==> src/rtl/cond_skip_pkg.sv <==
package cond_skip_pkg;

  typedef enum logic [2:0] {
    TST_BIT_ANY  = 3'd0,
    TST_BIT_NONE = 3'd1,
    TST_EQ       = 3'd2,
    TST_NE       = 3'd3,
    TST_UGT      = 3'd4,
    TST_SGT      = 3'd5,
    TST_ULT      = 3'd6,
    TST_SLT      = 3'd7
  } test_sel_e;

  localparam int unsigned OPC_W = 5;

  // conditional tests occupy 0x10..0x17
  function automatic logic is_cond_op(input logic [OPC_W-1:0] op);
    return op[4:3] == 2'b10;
  endfunction

  typedef struct packed {
    logic any_set;
    logic eq;
    logic ult;
    logic slt;
  } cmp_flags_t;

endpackage

==> src/rtl/cond_cmp.sv <==
module cond_cmp
  import cond_skip_pkg::*;
#(
  parameter int unsigned DATA_W   = 16,
  parameter bit          USE_SUB  = 1'b1
) (
  input  logic [DATA_W-1:0] opb_i,
  input  logic [DATA_W-1:0] opa_i,
  output cmp_flags_t        flags_o
);
  localparam int unsigned MSB = DATA_W - 1;

  logic ult;

  generate
    if (USE_SUB) begin : g_sub
      logic [DATA_W:0] diff;
      assign diff = {1'b0, opb_i} - {1'b0, opa_i};
      assign ult  = diff[DATA_W];
    end else begin : g_cmp
      assign ult = opb_i < opa_i;
    end
  endgenerate

  always_comb begin
    flags_o.any_set = |(opb_i & opa_i);
    flags_o.eq      = opb_i == opa_i;
    flags_o.ult     = ult;
    // sign bits differ: b is smaller exactly when b is negative
    flags_o.slt     = (opb_i[MSB] ^ opa_i[MSB]) ? opb_i[MSB] : ult;
  end

endmodule

==> src/rtl/cond_eval.sv <==
module cond_eval
  import cond_skip_pkg::*;
(
  input  logic [OPC_W-1:0] opcode_i,
  input  cmp_flags_t       flags_i,
  output logic             is_cond_o,
  output logic             pass_o
);
  test_sel_e sel;

  assign sel       = test_sel_e'(opcode_i[2:0]);
  assign is_cond_o = is_cond_op(opcode_i);

  always_comb begin
    unique case (sel)
      TST_BIT_ANY:  pass_o =  flags_i.any_set;
      TST_BIT_NONE: pass_o = ~flags_i.any_set;
      TST_EQ:       pass_o =  flags_i.eq;
      TST_NE:       pass_o = ~flags_i.eq;
      TST_UGT:      pass_o = ~flags_i.ult & ~flags_i.eq;
      TST_SGT:      pass_o = ~flags_i.slt & ~flags_i.eq;
      TST_ULT:      pass_o =  flags_i.ult;
      TST_SLT:      pass_o =  flags_i.slt;
      default:      pass_o = 1'b0;
    endcase
  end

endmodule

==> src/rtl/skip_track.sv <==
module skip_track (
  input  logic clk_i,
  input  logic rst_ni,
  input  logic valid_i,
  input  logic is_cond_i,
  input  logic pass_i,
  output logic cond_true_o,
  output logic skip_o,
  output logic pend_o
);
  logic pend_q, pend_d;

  always_comb begin
    pend_d = pend_q;
    if (valid_i) begin
      // a skipped conditional extends the chain without being evaluated
      if (pend_q) pend_d = is_cond_i;
      else        pend_d = is_cond_i & ~pass_i;
    end
  end

  always_ff @(posedge clk_i or negedge rst_ni) begin
    if (!rst_ni) pend_q <= 1'b0;
    else         pend_q <= pend_d;
  end

  assign skip_o      = valid_i & pend_q;
  assign cond_true_o = valid_i & ~pend_q & is_cond_i & pass_i;
  assign pend_o      = pend_q;

endmodule

==> src/rtl/cond_skip_unit.sv <==
module cond_skip_unit
  import cond_skip_pkg::*;
#(
  parameter int unsigned DATA_W  = 16,
  parameter bit          USE_SUB = 1'b1
) (
  input  logic              clk_i,
  input  logic              rst_ni,
  input  logic              valid_i,
  input  logic [4:0]        opcode_i,
  input  logic [DATA_W-1:0] opb_i,
  input  logic [DATA_W-1:0] opa_i,
  output logic              cond_true_o,
  output logic              skip_o
);
  cmp_flags_t flags;
  logic       is_cond;
  logic       pass;
  logic       pend_q;

  cond_cmp #(
    .DATA_W  (DATA_W),
    .USE_SUB (USE_SUB)
  ) u_cmp (
    .opb_i   (opb_i),
    .opa_i   (opa_i),
    .flags_o (flags)
  );

  cond_eval u_eval (
    .opcode_i  (opcode_i),
    .flags_i   (flags),
    .is_cond_o (is_cond),
    .pass_o    (pass)
  );

  skip_track u_track (
    .clk_i       (clk_i),
    .rst_ni      (rst_ni),
    .valid_i     (valid_i),
    .is_cond_i   (is_cond),
    .pass_i      (pass),
    .cond_true_o (cond_true_o),
    .skip_o      (skip_o),
    .pend_o      (pend_q)
  );

endmodule

==> config.mk <==
export PLATFORM = sky130hd
export DESIGN_NAME = cond_skip_unit
export DESIGN_NICKNAME = d
export VERILOG_FILES = /design/src/rtl/cond_skip_pkg.sv /design/src/rtl/cond_cmp.sv /design/src/rtl/cond_eval.sv /design/src/rtl/skip_track.sv /design/src/rtl/cond_skip_unit.sv
export SDC_FILE = /design/constraint.sdc
export NUM_CORES = 1
export LEC_CHECK = 0
export ABC_AREA = 1
export ABC_CLOCK_PERIOD_IN_PS = 1190
export BUFFER_PORTS_ARGS = -buffer_cell sky130_fd_sc_hd__buf_2
export CORE_UTILIZATION = 25
export DETAILED_ROUTE_END_ITERATION = 8
export PLACE_DENSITY_LB_ADDON = 0.25
export SLEW_MARGIN = 20
export SYNTH_ARGS = -nofsm -noshare
export SYNTH_HDL_FRONTEND = slang
export SYNTH_SLANG_ARGS = --single-unit
export TNS_END_PERCENT = 30
==> constraint.sdc <==
create_clock -name clk_i -period 1.19 [get_ports clk_i]
set_input_delay 0 -clock clk_i [delete_from_list [all_inputs] [get_ports clk_i]]
set_output_delay 0 -clock clk_i [all_outputs]
set_load 0.01 [all_outputs]
==> metrics <==
outcome finished with violations; violated checks negative setup slack; global route overflow 0; Worst Path Arrival 1.38 ns; PortBufs 41; antenna cell count 0; Startpoint Class input pin; Layout Skew 0 ns; post-synthesis cell type count 15; Sw Pwr 0.260 mW; area delta synth->final 90.3%; fin crit share 122%; fillers 341; multi-input gate area in the final layout 1060 µm²; TritonRoute pass-1 iters 4; die footprint 3920 µm²; Layout Nets 283; Slew @ Worst Pin 0.217 ns; leakage 0.931 nW; clock power share 0%; Remaining DRCs 0; MaxCap Viol Count 0; top cells by area, synth ha_1 44%, nand2_1 14%, inv_1 12%; top-level I/O count 42; ANT nets after route 0; Yosys top cell area share 43.7%; Max Fclk 690 MHz; core area 3420 µm²; post-route cell area 1750 µm²; Via density 4.20; Synth Register Bits 1; Worst Reg-to-Reg Cells 2; largest net degree at the start of global routing 6; violation count after the first detailed-routing iteration 22; P_int 0.342 mW; Comb pwr share 93.2%; DP HPWL 1.70 mm; WHS Path Cells 3; GRT Total Usage 11.5%; Rows 21; Setup CP Type in2reg; Hold Vio Cnt, Final 0; register area 25.0 µm²; starting density of the core 26.8%; warnings from Yosys 0; Die Span X 62.6 µm; Slew Viols, Final 0; final core occ 51.1%; layout cell share with drive strength beyond 1 54.5%; Post-synth EDFFs 0; sw frac 43.2%; register area share after synthesis 2.73%; routed wire length 2.28 mm; Clock transition at path regs 0 ns; most common cell in the synthesized netlist nand2_1; ys async rst share 100%; final setup vio count 2; Synth top cells by count 35 x nand2_1, 32 x ha_1, 30 x inv_1; first-pass GRT wire length 3.82 mm; post-synth net total 219; vias in the first global route 993; Wirelength per Cell 8.93 µm; Clk Latency, worst-skew pair 0 ns; Die H 62.6 µm; Worst VDD drop 0.000144 V; crit path capture type flop; Largest register FFs 1; total number of vias 1070; Cell Area, Synth 917 µm²; initial antenna violation count 0; minimum clock period 1.45 ns; worst min path class in2reg; sequential share of power 6.8%; Synth area leader ha_1; pre-CTS setup slack -0.347 ns; unrepaired setup endpoints after global routing yes; CP max FO 3; Max-slew headroom 85.4%; Setup WS post-layout -0.259 ns; ys flop type dfrtp_1; cells after synthesis 147; Critical Path RT 1.12 ns; Power Density 345 nW/µm²; gpl congestion 0.852; Syn Area/Cell 6.24 µm²; placed cell areas 1340 µm²
[power by group through the flow]
stage	logic (mW)	registers, mW	clock network [mW]
after floorplan	0.197	0.0408	0
after global placement	0.371	0.0412	0
after detailed placement	0.372	0.0411	0
after CTS	0.525	0.0411	0
after global routing	0.625	0.0412	0
final	0.561	0.0411	0
[area by class of cell]
class	instances	area share (%)
timing repair buffer	62	27.4
sequential	1	1.43
inverter	30	6.88
tap	46	3.30
multi-input combinational	116	61.0
[path summary, 6_finish.rpt]
path	startpoint	endpoint	slack, ns
max	opa_i[9]	u_track.pend_o$_DFFE_PN0P_	-0.26
min reg2reg	u_track.pend_o$_DFFE_PN0P_	u_track.pend_o$_DFFE_PN0P_	0.55
min	valid_i	u_track.pend_o$_DFFE_PN0P_	0.29
max in group asynchronous	rst_ni	u_track.pend_o$_DFFE_PN0P_	0.78
max reg2reg	u_track.pend_o$_DFFE_PN0P_	u_track.pend_o$_DFFE_PN0P_	0.57
min in group asynchronous	rst_ni	u_track.pend_o$_DFFE_PN0P_	0.33
[worst max-delay path: stages]
cell and delay (ns):
buf_2 0.09, inv_2 0.04, ha_4 0.26, nand2_2 0.05
nor2_4 0.12, nand2_4 0.07, nor2_4 0.12, o21bai_2 0.07
a21oi_2 0.10, nand2_1 0.07, a21oi_2 0.10, nand2_1 0.05
nand2_1 0.07, nand2_1 0.06, a21oi_2 0.10
[repair_timing]
action | CTS | global route
pin swaps | 26 | 16
gates resized for setup | 64 | 17
endpoints found under the setup margin | 2 | 2
gates cloned | 0 | 0
endpoints found under the hold margin | 1 | 0
hold buffers | 1 | 0
buffers inserted | 1 | 0
[cells by family (layout without fill, tap and decap cells)]
family	after synthesis	count (layout)	share of synthesized area [%]
simple gates	72	72	32.6
fa+ha+maj	32	32	43.7
buf+inv	30	92	12.3
flops	1	1	2.73
compound gates	12	12	8.73
[cell usage in the layout (no fill, tap or decap), drive strengths merged]
cell type	count
a21o	1
nor3	3
ha	32
o21ai	1
dlygate4sd3	1
inv	30
dfrtp	1
nor2	24
o21bai	1
nand2	37
a21oi	9
nand3	8
buf	61
[through the flow]
step | hold slack (ns) | instances | setup TNS [ns] | power (mW)
floorplan | -0.296 | 147 | -0.122 | 0.238
global placement | -0.223 | 253 | -0.614 | 0.412
detailed placement | -0.223 | 253 | -0.623 | 0.413
CTS | 0.290 | 255 | -0.526 | 0.567
global route | 0.301 | 255 | -0.749 | 0.666
finish | 0.288 | 255 | -0.455 | 0.602
[layer usage]
metal  up-vias  share of wire [%]  GRT usage [%]
li1        580                  -              -
met1       461                 44           13.6
met2        29                 50           23.2
met3         0                5.3           1.09
met4         0                  0              0
met5         -                  0              0
(Power assumes the default switching activity.)
